## config.mk

```make
export PLATFORM = sky130hd
export DESIGN_NAME = octdac_ctrl
export DESIGN_NICKNAME = d
export VERILOG_FILES = /design/src/rtl/octdac_pkg.sv /design/src/rtl/octdac_sync.sv /design/src/rtl/octdac_serial_rx.sv /design/src/rtl/octdac_regfile.sv /design/src/rtl/octdac_ctrl.sv
export SDC_FILE = /design/constraint.sdc
export NUM_CORES = 1
export LEC_CHECK = 0
export BUFFER_PORTS_ARGS = -buffer_cell sky130_fd_sc_hd__buf_2
export CELL_PAD_IN_SITES_DETAIL_PLACEMENT = 0
export CELL_PAD_IN_SITES_GLOBAL_PLACEMENT = 2
export CORE_MARGIN = 5
export CORE_UTILIZATION = 39
export CTS_CLUSTER_DIAMETER = 200
export DETAILED_ROUTE_END_ITERATION = 8
export PLACE_DENSITY = 0.78
export SYNTH_ARGS = -nofsm -noshare
export SYNTH_HDL_FRONTEND = slang
export SYNTH_SLANG_ARGS = --single-unit
```

## constraint.sdc

```tcl
create_clock -name clk -period 9.7 [get_ports clk]
set_input_delay 0.485 -clock clk [delete_from_list [all_inputs] [get_ports clk]]
set_output_delay 0.485 -clock clk [all_outputs]
set_load 0.01 [all_outputs]
```

## src/rtl/octdac_pkg.sv

```systemverilog
package octdac_pkg;
  localparam int FRAME_W = 24;
  localparam int LONG_W  = 32;
  localparam int CNT_W   = 6;
  localparam logic [3:0] ADDR_ALL = 4'hF;

  typedef enum logic [3:0] {
    CMD_WR_IN  = 4'd0,
    CMD_UPDATE = 4'd1,
    CMD_WR_UP  = 4'd3,
    CMD_PWRDN  = 4'd4
  } cmd_e;
endpackage

```

## src/rtl/octdac_sync.sv

```systemverilog
module octdac_sync #(
  parameter int W = 1,
  parameter int STAGES = 2,
  parameter logic [W-1:0] RST_VAL = '0
) (
  input  logic         clk,
  input  logic         rst_n,
  input  logic [W-1:0] d,
  output logic [W-1:0] q
);
  logic [STAGES-1:0][W-1:0] st;

  always_ff @(posedge clk or negedge rst_n) begin
    if (!rst_n) st <= {STAGES{RST_VAL}};
    else        st <= {st[STAGES-2:0], d};
  end

  assign q = st[STAGES-1];
endmodule

```

## src/rtl/octdac_serial_rx.sv

```systemverilog
module octdac_serial_rx
  import octdac_pkg::*;
#(
  parameter int CODE_W = 12
) (
  input  logic               clk,
  input  logic               arst_n,
  input  logic               sck_s,
  input  logic               csn_s,
  input  logic               sdi_s,
  output logic               frm_done,
  output logic               frm_vld,
  output logic [3:0]         cmd_q,
  output logic [3:0]         addr_q,
  output logic [CODE_W-1:0]  code_q,
  output logic [FRAME_W-1:0] shreg
);
  localparam logic [CNT_W-1:0] CNT_MAX = '1;
  localparam logic [CNT_W-1:0] CNT_SHORT = CNT_W'(FRAME_W);
  localparam logic [CNT_W-1:0] CNT_LONG  = CNT_W'(LONG_W);

  logic             sck_d, csn_d, armed;
  logic [CNT_W-1:0] cnt;
  logic             sck_rise, cs_fall, cs_rise;

  assign sck_rise = sck_s && !sck_d;
  assign cs_fall  = csn_d && !csn_s;
  assign cs_rise  = !csn_d && csn_s;

  always_ff @(posedge clk or negedge arst_n) begin
    if (!arst_n) begin
      sck_d    <= 1'b0;
      csn_d    <= 1'b0;
      armed    <= 1'b0;
      cnt      <= '0;
      shreg    <= '0;
      frm_done <= 1'b0;
      frm_vld  <= 1'b0;
      cmd_q    <= '0;
      addr_q   <= '0;
      code_q   <= '0;
    end else begin
      sck_d    <= sck_s;
      csn_d    <= csn_s;
      frm_done <= 1'b0;
      frm_vld  <= 1'b0;
      if (cs_fall) begin
        cnt   <= '0;
        armed <= 1'b1;
      end else if (!csn_s && sck_rise) begin
        shreg <= {shreg[FRAME_W-2:0], sdi_s};
        if (cnt != CNT_MAX) cnt <= cnt + 1'b1;
      end
      if (cs_rise) begin
        frm_done <= 1'b1;
        armed    <= 1'b0;
        frm_vld  <= armed && (cnt == CNT_SHORT || cnt == CNT_LONG);
        cmd_q    <= shreg[FRAME_W-1 -: 4];
        addr_q   <= shreg[FRAME_W-5 -: 4];
        code_q   <= shreg[15 -: CODE_W];
      end
    end
  end
endmodule

```

## src/rtl/octdac_regfile.sv

```systemverilog
module octdac_regfile
  import octdac_pkg::*;
#(
  parameter int N_CH = 8,
  parameter int CODE_W = 12,
  parameter bit MIDSCALE = 1'b0
) (
  input  logic                         clk,
  input  logic                         arst_n,
  input  logic                         frm_done,
  input  logic                         frm_vld,
  input  logic [3:0]                   cmd_q,
  input  logic [3:0]                   addr_q,
  input  logic [CODE_W-1:0]            code_q,
  input  logic                         csn_hi,
  input  logic                         ld_s,
  output logic [N_CH-1:0][CODE_W-1:0]  dac_q,
  output logic [N_CH-1:0]              pd_q,
  output logic                         copy_evt
);
  localparam logic [CODE_W-1:0] RST_CODE =
    MIDSCALE ? {1'b1, {(CODE_W-1){1'b0}}} : '0;

  logic [N_CH-1:0][CODE_W-1:0] in_q, in_nx, dac_nx;
  logic [N_CH-1:0]             pd_nx;
  logic                        ld_d, pend_q, pend_nx, ld_fall;
  logic                        do_wr, do_up, do_pd;

  assign ld_fall = ld_d && !ld_s;
  assign do_wr = (cmd_q == CMD_WR_IN) || (cmd_q == CMD_WR_UP);
  assign do_up = (cmd_q == CMD_UPDATE) || (cmd_q == CMD_WR_UP);
  assign do_pd = (cmd_q == CMD_PWRDN);
  assign copy_evt = (ld_fall && csn_hi) || (pend_q && frm_done);

  always_comb begin
    in_nx  = in_q;
    dac_nx = dac_q;
    pd_nx  = pd_q;
    for (int ch = 0; ch < N_CH; ch++) begin
      if (frm_vld && (addr_q == 4'(ch) || addr_q == ADDR_ALL)) begin
        if (do_wr) in_nx[ch] = code_q;
        if (do_up) dac_nx[ch] = in_nx[ch];
        if (do_wr || do_up) pd_nx[ch] = 1'b0;
        if (do_pd && ld_s) pd_nx[ch] = 1'b1;
      end
    end
    if (copy_evt) dac_nx = in_nx;
    if (!ld_s) pd_nx = '0;
    if (frm_done) pend_nx = 1'b0;
    else if (ld_fall && !csn_hi) pend_nx = 1'b1;
    else pend_nx = pend_q;
  end

  always_ff @(posedge clk or negedge arst_n) begin
    if (!arst_n) begin
      in_q   <= {N_CH{RST_CODE}};
      dac_q  <= {N_CH{RST_CODE}};
      pd_q   <= '0;
      ld_d   <= 1'b1;
      pend_q <= 1'b0;
    end else begin
      in_q   <= in_nx;
      dac_q  <= dac_nx;
      pd_q   <= pd_nx;
      ld_d   <= ld_s;
      pend_q <= pend_nx;
    end
  end
endmodule

```

## src/rtl/octdac_ctrl.sv

```systemverilog
module octdac_ctrl
  import octdac_pkg::*;
#(
  parameter int N_CH = 8,
  parameter int CODE_W = 12,
  parameter bit MIDSCALE = 1'b0,
  parameter int SYNC_STAGES = 2
) (
  input  logic                     clk,
  input  logic                     rst_n,
  input  logic                     sck,
  input  logic                     csn,
  input  logic                     sdi,
  input  logic                     load_n,
  input  logic                     clr_n,
  output logic [N_CH*CODE_W-1:0]   dac_codes,
  output logic [N_CH-1:0]          pd_mask
);
  logic                        arst_n;
  logic [3:0]                  pins_s;
  logic                        sck_s, csn_s, sdi_s, ld_s;
  logic                        frm_done, frm_vld, copy_evt;
  logic [3:0]                  cmd_q, addr_q;
  logic [CODE_W-1:0]           code_q;
  logic [FRAME_W-1:0]          shreg;
  logic [N_CH-1:0][CODE_W-1:0] dac_q;

  assign arst_n = rst_n & clr_n;

  octdac_sync #(.W(4), .STAGES(SYNC_STAGES), .RST_VAL(4'b1001)) u_sync (
    .clk(clk), .rst_n(rst_n),
    .d({csn, sck, sdi, load_n}), .q(pins_s)
  );
  assign {csn_s, sck_s, sdi_s, ld_s} = pins_s;

  octdac_serial_rx #(.CODE_W(CODE_W)) u_rx (
    .clk(clk), .arst_n(arst_n),
    .sck_s(sck_s), .csn_s(csn_s), .sdi_s(sdi_s),
    .frm_done(frm_done), .frm_vld(frm_vld),
    .cmd_q(cmd_q), .addr_q(addr_q), .code_q(code_q), .shreg(shreg)
  );

  octdac_regfile #(.N_CH(N_CH), .CODE_W(CODE_W), .MIDSCALE(MIDSCALE)) u_regs (
    .clk(clk), .arst_n(arst_n),
    .frm_done(frm_done), .frm_vld(frm_vld),
    .cmd_q(cmd_q), .addr_q(addr_q), .code_q(code_q),
    .csn_hi(csn_s), .ld_s(ld_s),
    .dac_q(dac_q), .pd_q(pd_mask), .copy_evt(copy_evt)
  );

  generate
    for (genvar ch = 0; ch < N_CH; ch++) begin : g_out
      assign dac_codes[ch*CODE_W +: CODE_W] = dac_q[ch];
    end
  endgenerate
endmodule

```

* After elaboration in Yosys (flattened, before gate mapping)
Index checks and enable logic that the tools add are counted.
** Storage, ports and cells
- Output and inout bits :: 104
- Register bits :: 265
** Operators by class
- $add $sub $neg :: 1
- Equality and inequality tests :: 23
- Bitwise gates (word level) :: 2
- Reductions and logical operators :: 68
- Multiplexer cells :: 53
** Operator list (count)
- 2-to-1 mux 12 bit :: 32
- 2-to-1 mux 96 bit :: 1
- AND reduction 2 bit :: 18
- nonzero test 2 bit :: 13
- == test 4 x 3 -> 1 bit, second input constant :: 5
- logical AND 1 bit :: 18
- 2-to-1 mux 6 bit :: 3
- 2-to-1 mux 1 bit :: 16
- inequality test 2 x 1 -> 1 bit, second input constant :: 8
- logical OR 1 bit :: 13
- == test 4 x 2 -> 1 bit, second input constant :: 3
- == test 4 x 1 -> 1 bit, second input constant :: 2
- logical NOT 4 bit :: 2
- 2-to-1 mux 8 bit :: 1
- adder 6 x 1 -> 6 bit, second input constant :: 1
- == test 6 x 5 -> 1 bit, second input constant :: 1
- == test 6 bit, second input constant :: 1
- inequality test 6 bit, second input constant :: 1
- == test 4 bit, second input constant :: 1
- logical NOT 1 bit :: 4
- inequality test 3 x 1 -> 1 bit, second input constant :: 1
- bitwise AND 1 bit :: 1
- inverter 1 bit :: 1

* Depth between registers and ports, before layout
Gate-level depths: netlist of run 1.
- Word-level depth :: 7
- Gate-level depth with buffers :: 7
- Mapped depth without buffers :: 5

* Cells and area by module
From an unflattened synthesis of run 1, not the netlist that was laid out.
** Second synthesis, totals
- Cell total of the unflattened synthesis :: 1124
- Area, all modules :: 11762.5 um2
** By module, submodules not included
- octdac_regfile :: sequential area each 5056.1 um2, area an instance 9328.9 um2, cells an instance 965, instances 1
- octdac_serial_rx :: sequential area each 1376.3 um2, area an instance 2192.1 um2, cells an instance 146, instances 1
- octdac_sync :: sequential area each 205.2 um2, area an instance 235.2 um2, cells an instance 12, instances 1
- octdac_ctrl :: sequential area each 0.0 um2, area an instance 6.3 um2, cells an instance 1, instances 1

* Worst setup path before layout of run 1
OpenSTA, ideal clock, no wires.
- Path type :: register to register
- Start point :: register u_rx.addr_q[2]
- End point :: register u_regs.in_q[10] (netlist name)
- Stages on the path, launching flop included :: 6
- Clock period less this slack :: 1819 ps
- Arrival :: 1694 ps
- Path buffers :: 1
- Slack :: 7881 ps
- Cell sequence :: dfrtp_1 or4_4 a21boi_4 nand2_2 buf_6 mux2_4
** RTL lines
- start, declared :: RTL line octdac_serial_rx.sv:14 : output logic [3:0] addr_q,
- start signal, assigned :: RTL line octdac_serial_rx.sv:59 : addr_q <= shreg[FRAME_W-5 -: 4];
- end signal, assigned :: RTL line octdac_regfile.sv:56 : in_q <= {N_CH{RST_CODE}};
- end signal, assigned :: RTL line octdac_regfile.sv:62 : in_q <= in_nx;
- end, declared :: RTL line octdac_regfile.sv:24 : logic [N_CH-1:0][CODE_W-1:0] in_q, in_nx, dac_nx;

==> results of run 1 <==
## cell type report
class | instances | area (sq um)
Fill cell | 2732 | 15690
Sequential cell | 265 | 6638
Multi-Input combinational cell | 643 | 4303
Clock buffer | 45 | 875.8
Timing Repair Buffer | 125 | 665.6
Tap cell | 384 | 480.5
Inverter | 43 | 161.4
Clock inverter | 8 | 40.04
## worst reg2reg max path, cell delays in order (launching register included)
cell and delay (ns):
dfrtp_1 0.57, xor2_4 0.35, nor2_1 0.83, nand2_2 0.47
mux2_4 0.43
## worst paths after layout
| check | end | slack (ns) | depth (start not counted) |
|---|---|---|---|
| max | u_regs.in_q[8] | 6.93 | 4 |
| min | u_sync.st[3] | 0.05 | 1 |
| max reg2reg | u_regs.in_q[8] | 6.93 | 4 |
| min reg2reg | u_sync.q[2] | 0.35 | 0 |
| max in group asynchronous | u_rx.shreg[10] | 7.34 | 4 |
| min in group asynchronous | u_regs.in_q[86] | 0.19 | 2 |
## stage by stage
step | setup slack [ns] | power (mW) | util | cell area (sq um)
2_1_floorplan | 0.8925 | 1.477 | - | 11440
3_3_place_gp | 7.075 | 1.629 | 0.4241 | 12240
3_5_place_dp | 6.965 | 1.633 | 0.4241 | 12240
4_1_cts | 6.953 | 2.692 | 0.4562 | 13160
5_1_grt | 6.703 | 2.778 | 0.4562 | 13160
6_report | 6.933 | 2.651 | 0.4562 | 13160
## synth_stat cells, drive strengths merged, types with 3 or more instances
master / count / area share
a21oi: 92 / 0.040
ha: 4 / 0.0044
clkbuf: 27 / 0.0089
o221a: 36 / 0.035
and3: 17 / 0.0093
a32o: 8 / 0.0070
nand3: 30 / 0.013
dfrtp: 260 / 0.57
a22oi: 13 / 0.0085
o211ai: 4 / 0.0026
nor3: 12 / 0.0052
nand2: 43 / 0.015
inv: 43 / 0.014
xor2: 3 / 0.0023
o21ai: 78 / 0.034
a31oi: 25 / 0.014
a21o: 4 / 0.0026
nor2: 94 / 0.031
buf: 49 / 0.023
nand4: 38 / 0.021
and2: 6 / 0.0033
xnor2: 5 / 0.0038
nand2b: 3 / 0.0016
mux2: 67 / 0.072
a221oi: 37 / 0.028
or3: 3 / 0.0016
dfstp: 5 / 0.011
## sequential cells by signal, indices dropped and copies added, names as in the netlist
| name | count |
|---|---|
| u_regs.dac_q | 96 |
| u_regs.in_q | 96 |
| u_rx.shreg | 24 |
| u_rx.code_q | 12 |
| u_regs.pd_q | 8 |
| u_rx.cnt | 6 |
| u_rx.addr_q | 4 |
| u_rx.cmd_q | 4 |
| u_sync.q | 4 |
| u_sync.st | 4 |
| u_regs.ld_d | 1 |
| u_regs.pend_q | 1 |
| u_rx.armed | 1 |
| u_rx.csn_d | 1 |
| u_rx.frm_done | 1 |
| u_rx.frm_vld | 1 |
| u_rx.sck_d | 1 |
## per-layer routing
layer / vias up / track usage / wire [um]
met1: 4075 / 0.2827 / 14800
met4: 0 / 0.04323 / 695
met2: 213 / 0.2593 / 12910
met3: 44 / 0.02594 / 1541
met5: - / 0 / 0
li1: 3949 / - / -
## timing repair
action | CTS | global route
setup buffers | 0 | 0
hold endpoints to repair | 8 | 0
hold buffers | 1 | 0
## power breakdown
part           switching (mW)  total [mW]  internal (mW)
sequential             0.0735        1.28           1.20
clock                   0.429        1.04          0.616
combinational           0.186       0.330          0.144
total                   0.689        2.65           1.96
## cells by family (layout without fill, tap and decap cells)
group | count (synthesis) | count (layout) | share of synthesized area
AOI/OAI and AO/OA | 303 | 303 | 0.1791
xor gates and xnor gates | 8 | 8 | 0.006124
adders and majority gates | 4 | 4 | 0.004374
buffers and inverters | 119 | 221 | 0.04625
DFF | 265 | 265 | 0.5801
muxes | 69 | 69 | 0.07425
and+or+nand+nor | 259 | 259 | 0.1098
==> impl_metrics.yaml, run 1 <==
status:
  outcome: "complete, no violations"
timing:
  hold_viol_final: 0
  maxSlewHeadroom: 0.2271
  fin_skew_ns: 0.008154
  slew_viol_final: 0
  fin_crit_sh: 0.2853
  timing.hold.ws_ns: 0.04688
  min_period_ns: 2.767
  worst_pin_slew_ns: 1.159
  tns_ns: 0
  rsz0062_at_grt: "no"
  fmax_ghz: 0.3614
  setup_violations: 0
detailed_routing:
  drtIter0Drc: 682
  vias: 8281
  drc_errors: 0
  post_drt_via_cell_ratio: 5.473
  drtPass1Iterations: 5
  wirelength_mm: 29.94
  ant_nets: 0
  wl_per_cell_um: 19.79
worst_setup_path:
  cp-end-kind: "flip-flop"
  critical_path.startpoint: "u_rx.cmd_q[0]"
  reg2reg_from: "u_rx.cmd_q[0]"
  required_ns: 10.12
  critPathSlowestCell: "nor2_1"
  critPathKind: "reg2reg"
  arrival_ns: 3.18
  critical_path_buf_inv_count: 0
  start_kind: "flip-flop"
  slowest_delay_ns: 0.83
  critPathMaxFanout: 37
  critical-path-top-delay-family: "simple AND/OR/NAND/NOR gates"
  cp_cell_sequence: "xor2_4, nor2_1, nand2_2, mux2_4"
floorplan:
  die_y_um: 181.3
  initial_core_util: 0.3965
  dieArea_sq_um: 32860
  ios: 111
  die_width_um: 181.3
  fp.coreArea_sq_um: 28860
  std_cell_rows: 62
layout:
  antenna_cells: 0
  area_growth_pct: 15.05
  nets: 1118
  final_common_cell: "dfrtp_1"
  drive_gt1_frac: 0.2569
  finalNonFillerCells: 1513
  layout_common_cells: "dfrtp_1 (260), buf_2 (110), nor2_1 (94)"
grt:
  antenna_found_initial: 0
  track_usage: 0.1792
  first_global_vias: 8019
  gr-total-overflow: 0
  grt_max_degree: 74
  grt_pass1_wl_mm: 47.85
pwr:
  powerDensity_nw_per_um2: 201.4
  ir_drop_mv: 0.1047
  leakage_nw: 6.277
place:
  hpwl_mm: 19.21
  dp.cells: 1459
  gp_congestion: 0.7611
  portBuffers: 110
clock_tree:
  cts-resized-gates: 0
  clk_latency_ns: 0.54
  clk_path_buf_depth: 3
  clock_sinks: 265
  path_clk_slew_ns: 0.06
  tritoncts: "yes"
  cts_root_buf: "clkbuf_16"
  cts_made_buffers: 29
  htree_levels: 1
synth:
  synth_warnings: 0
  seq_area_frac_synth: 0.5801
  syn_inst: 1027
  ys_async_sr_fraction: 1.000
  syn-mean-instance-area_sq_um: 11.14
  synth_cell_types: 51
  synth-main-ff-cell: "dfrtp_1"
  synthesis.area_sq_um: 11440
  syn_nets: 1038
  synth_edf_count: 0
  ys_ff_latch: 265
hold_path:
  hp-start: "csn"
  min_path_type: "in2reg"
flow_run:
  drv_cap: 0
Power figures use the tool's default switching activity.
==> inputs of run 2 (changes only) <==
CORE_UTILIZATION = 35   (was 39)
PLACE_DENSITY = 0.74   (was 0.78)
clock period = 2.5 ns   (was 9.7 ns; I/O delays follow)
==> impl_metrics.yaml, run 2 (same netlist as run 1, synthesis figures left out) <==
status:
  outcome: "complete, no violations"
floorplan:
  fp.coreArea_sq_um: 32370
  die_width_um: 190.8
  dieArea_sq_um: 36410
  ios: 111
  initial_core_util: 0.3535
  std_cell_rows: 66
  die_y_um: 190.8
timing:
  hold_viol_final: 0
  fin_crit_sh: 0.8949
  fmax_ghz: 0.4470
  tns_ns: 0
  setup_violations: 0
  fin_skew_ns: 0.01148
  slew_viol_final: 0
  rsz0062_at_grt: "no"
  worst_pin_slew_ns: 1.110
  min_period_ns: 2.237
  maxSlewHeadroom: 0.2598
place:
  dp.cells: 1546
  hpwl_mm: 20.59
  gp_congestion: 0.7606
  portBuffers: 110
worst_setup_path:
  required_ns: 2.87
  rrSetupSlack_ns: 0.26
  cp_cell_sequence: "nand2_1, nand2_1, a21oi_1, a221oi_1"
  r2r_cells: 4
  critical-path-top-delay-family: "compound AO/OA/AOI/OAI gates"
  critical_path_buf_inv_count: 0
  crit_top_cell: "nand2_1"
  rr_endpoint: "u_regs.dac_q[42]"
  reg2reg_from: "u_regs.pend_q"
  start_kind: "flip-flop"
  critPathSlowestCell: "a21oi_1"
  cp-end-kind: "flip-flop"
  arrival_ns: 2.61
  critPathKind: "reg2reg"
  critPathMaxFanout: 12
  slowest_delay_ns: 0.93
detailed_routing:
  wirelength_mm: 32.05
  ant_nets: 0
  drc_errors: 0
  vias: 8555
  drtPass1Iterations: 5
  wl_per_cell_um: 19.94
  post_drt_via_cell_ratio: 5.324
  drtIter0Drc: 750
pwr:
  clkPwrFrac: 0.415
  combPwrFrac: 0.124
  swShare: 0.2561
  leakage_nw: 6.505
  ir_drop_mv: 0.4637
  powerDensity_nw_per_um2: 786.8
  p_total_mw: 10.77
  intPower_mw: 8.009
  p_sw_mw: 2.757
  seqPwrFrac: 0.460
grt:
  grt_pass1_wl_mm: 50.07
  antenna_found_initial: 0
  first_global_vias: 8271
  track_usage: 0.1729
  gr-total-overflow: 0
  grt_max_degree: 63
layout:
  area_growth_pct: 19.60
  nets: 1154
  finalNonFillerCells: 1607
  n_fill_cell: 3138
  layout_common_cells: "dfrtp_1 (260), buf_2 (110), nor2_1 (94)"
  top_regs: "u_regs.dac_q x96, u_regs.in_q x96, u_rx.shreg x24"
  antenna_cells: 0
  final_common_cell: "dfrtp_1"
  drive_gt1_frac: 0.2738
clock_tree:
  cts-resized-gates: 0
  cts_made_buffers: 30
  clock_sinks: 265
  htree_levels: 1
  clk_path_buf_depth: 3
  cts_root_buf: "clkbuf_16"
  path_clk_slew_ns: 0.06
  clk_latency_ns: 0.54
  tritoncts: "yes"
hold_path:
  min_path_type: "in2async"
flow_run:
  drv_cap: 0
## run 2: changes by cell type in the layout (fill, tap and decap cells not counted), sizes merged
cell	delta
buf	+29
clkinv	-7
dlygate4sd3	+6
clkbuf	+5
bufinv	+2
clkinvlp	+1
## run 2: how the worst max path moves through the flow
stage                             to  depth (start not counted)  slack, ns           start
floorplan            u_regs.dac_q[0]                          1     -0.005           rst_n
CTS                 u_regs.dac_q[42]                          4       0.22   u_regs.pend_q
finish              u_regs.dac_q[42]                          4       0.26   u_regs.pend_q
global placement    u_regs.dac_q[45]                          4       0.32     u_sync.q[0]
detailed placement  u_regs.dac_q[42]                          4       0.24   u_regs.pend_q
global route        u_regs.dac_q[41]                          4       0.03  u_rx.addr_q[2]
## run 2: power groups by stage
stage               logic [mW]  clock network, mW  registers (mW)
floorplan                0.664                  0            5.07
global placement          1.34                  0            5.04
detailed placement        1.36                  0            5.03
CTS                       1.37               4.59            4.96
global route              1.48               4.75            5.00
finish                    1.34               4.47            4.95
## run 2: through the flow
step / worst slack, ns / util / hold WS [ns] / instance area (sq um)
4_1_cts: 0.2233 / 0.4227 / 0.1245 / 13680
3_3_place_gp: 0.3183 / 0.3891 / -0.006297 / 12590
3_5_place_dp: 0.2434 / 0.3891 / -0.002285 / 12590
5_1_grt: 0.02582 / 0.4227 / 0.1722 / 13680
2_1_floorplan: -0.004617 / - / -0.1706 / 11440
6_report: 0.2626 / 0.4227 / 0.1521 / 13680
## run 2: worst register-to-register path, cell delays in order (launching register included)
cell      delay, ns
dfrtp_1        0.39
nand2_1        0.22
nand2_1        0.28
a21oi_1        0.93
a221oi_1       0.24
## run 2: final cells by class
type | instances | area (sq um) | area share
timing repair buffer | 160 | 1018 | 0.07443
sequential | 265 | 6638 | 0.4851
tap | 442 | 553.0 | 0.04041
inverter | 43 | 161.4 | 0.01179
multi-input combinational | 643 | 4294 | 0.3138
clock buffer | 50 | 947.2 | 0.06921
clock inverter | 4 | 72.57 | 0.005303
## run 2: metal layers
layer / up-vias / GRT usage / wire, um
met5: - / 0 / 0
met4: 0 / 0.04199 / 797
met3: 52 / 0.02691 / 1633
met2: 228 / 0.2586 / 14040
met1: 4257 / 0.2638 / 15580
li1: 4018 / - / -
## run 2: repair_timing
item                      in CTS  in global routing
hold buffers                   7                  0
hold endpoints to repair      43                  0
setup buffers                  0                  0
==> inputs of run 3 (changes only) <==
CORE_UTILIZATION = 30   (was 35)
PLACE_DENSITY = unset   (was 0.74)
PLACE_DENSITY_LB_ADDON = 0.1   (was unset)
==> impl_metrics.yaml, run 3 (same netlist as run 1, synthesis figures left out) <==
status:
  outcome: "complete, no violations"
timing:
  worst_pin_slew_ns: 1.197
  hold_viol_final: 0
  slew_viol_final: 0
  finalWorstSetupSlack_ns: 0.2202
  fin_skew_ns: 0.01816
  min_period_ns: 2.280
  fin_crit_sh: 0.9119
  rsz0062_at_grt: "no"
  maxSlewHeadroom: 0.2021
  fmax_ghz: 0.4386
  setup_violations: 0
layout:
  nets: 1167
  top_regs: "u_regs.dac_q x96, u_regs.in_q x96, u_rx.shreg x24"
  antenna_cells: 0
  drive_gt1_frac: 0.2843
  regArea_sq_um: 6638
  layout_common_cells: "dfrtp_1 (260), buf_2 (110), nor2_1 (94)"
  final_common_cell: "dfrtp_1"
  multiInputGateArea_sq_um: 4294
  area_growth_pct: 22.38
  finalNonFillerCells: 1693
  n_fill_cell: 3813
worst_setup_path:
  start_kind: "flip-flop"
  required_ns: 2.82
  arrival_ns: 2.60
  reg2reg_from: "u_rx.addr_q[3]"
  cp-end-kind: "flip-flop"
  critPathMaxFanout: 12
  rrSetupSlack_ns: 0.22
  r2r_cells: 4
  slowest_delay_ns: 0.91
  cp_cell_sequence: "xnor2_1, and3_1, a21oi_1, a221oi_1"
  critPathSlowestCell: "a21oi_1"
  rr_endpoint: "u_regs.dac_q[44]"
  critPathKind: "reg2reg"
grt:
  first_global_vias: 8534
  gr-total-overflow: 0
  antenna_found_initial: 0
  grt_max_degree: 49
  track_usage: 0.1681
  grt_pass1_wl_mm: 54.81
clock_tree:
  clock_sinks: 265
  cts_root_buf: "clkbuf_16"
  tritoncts: "yes"
  cts_setup_buffers: 0
  clk_latency_ns: 0.51
  path_clk_slew_ns: 0.06
  cts-resized-gates: 0
  cts_made_buffers: 35
  clk_path_buf_depth: 3
  htree_levels: 2
pwr:
  p_total_mw: 11.43
  powerDensity_nw_per_um2: 816.0
  leakage_nw: 6.632
  ir_drop_mv: 0.3492
floorplan:
  initial_core_util: 0.3038
  die_y_um: 205.3
  dieArea_sq_um: 42150
  fp.coreArea_sq_um: 37670
  ios: 111
  std_cell_rows: 71
  die_width_um: 205.3
hold_path:
  min_path_type: "in2async"
detailed_routing:
  drc_errors: 0
  ant_nets: 0
  post_drt_via_cell_ratio: 5.047
  drtPass1Iterations: 5
  vias: 8545
  wl_per_cell_um: 20.79
  drtIter0Drc: 488
  wirelength_mm: 35.19
place:
  gp_congestion: 0.7436
  hpwl_mm: 23.12
  dp_slack_ns: 0.1917
  dp.cells: 1623
  portBuffers: 110
flow_run:
  drv_cap: 0
-- run 3: changes by cell type in the layout (fill, tap and decap cells not counted), sizes merged --
cell / change
buf: +8
inv: +4
bufinv: +1
clkinvlp: -1
clkbuf: +2
clkinv: +3
-- run 3: cell type report --
class                   instances  share of cell area
repair buffers                168             0.07881
multi-input cells             643              0.3066
inverters                      43             0.01153
well taps                     511             0.04566
clock buffers                  52             0.07282
flip-flops and latches        265              0.4740
clock inverters                11             0.01054
-- run 3: metrics by stage --
stage               hold WS, ns    util  TNS, ns  instance area, sq um
floorplan               -0.1706       -   -1.182                 11440
global placement      -0.002461  0.3389        0                 12770
detailed placement    0.0005773  0.3389        0                 12770
CTS                      0.1728  0.3718        0                 14000
global route             0.1935  0.3718        0                 14000
finish                   0.1849  0.3718        0                 14000
-- run 3: power by group --
part | internal (mW) | total, mW | switching, mW | leakage [nW]
Combinational | 0.617 | 1.41 | 0.794 | 2.55
Sequential | 4.67 | 4.94 | 0.271 | 3.51
Clock | 3.15 | 5.08 | 1.93 | 0.577
-- run 3: timing repair --
action                                  4_1_cts  5_1_grt
hold buffers                                  7        0
endpoints found under the setup margin        0        0
hold endpoints to repair                     38        0
-- run 3: worst max-delay path: cells and delay by family, from the launching register on --
family | cells | cell delay [ns]
XOR/XNOR | 1 | 0.20
AND/OR/NAND/NOR | 1 | 0.23
flip-flops | 1 | 0.53
AO/OA/AOI/OAI | 2 | 1.14
-- run 3: metal layers --
metal | share of wire | GRT usage
met1 | 0.51 | 0.2646
met5 | 0 | 0
met4 | 0.017 | 0.03708
met3 | 0.040 | 0.02380
met2 | 0.44 | 0.2445
-- run 3: how the worst max path moves through the flow --
| stage | slack, ns | cells past startpoint | endpoint | start |
|---|---|---|---|---|
| CTS | 0.19 | 4 | u_regs.dac_q[38] | u_rx.addr_q[2] |
| detailed placement | 0.19 | 4 | u_regs.dac_q[38] | u_rx.addr_q[2] |
| finish | 0.22 | 4 | u_regs.dac_q[44] | u_rx.addr_q[3] |
| global route | 0.01 | 4 | u_regs.dac_q[42] | u_rx.addr_q[2] |
| floorplan | -0.005 | 1 | u_regs.dac_q[0] | rst_n |
| global placement | 0.26 | 5 | u_regs.dac_q[90] | u_rx.cmd_q[0] |
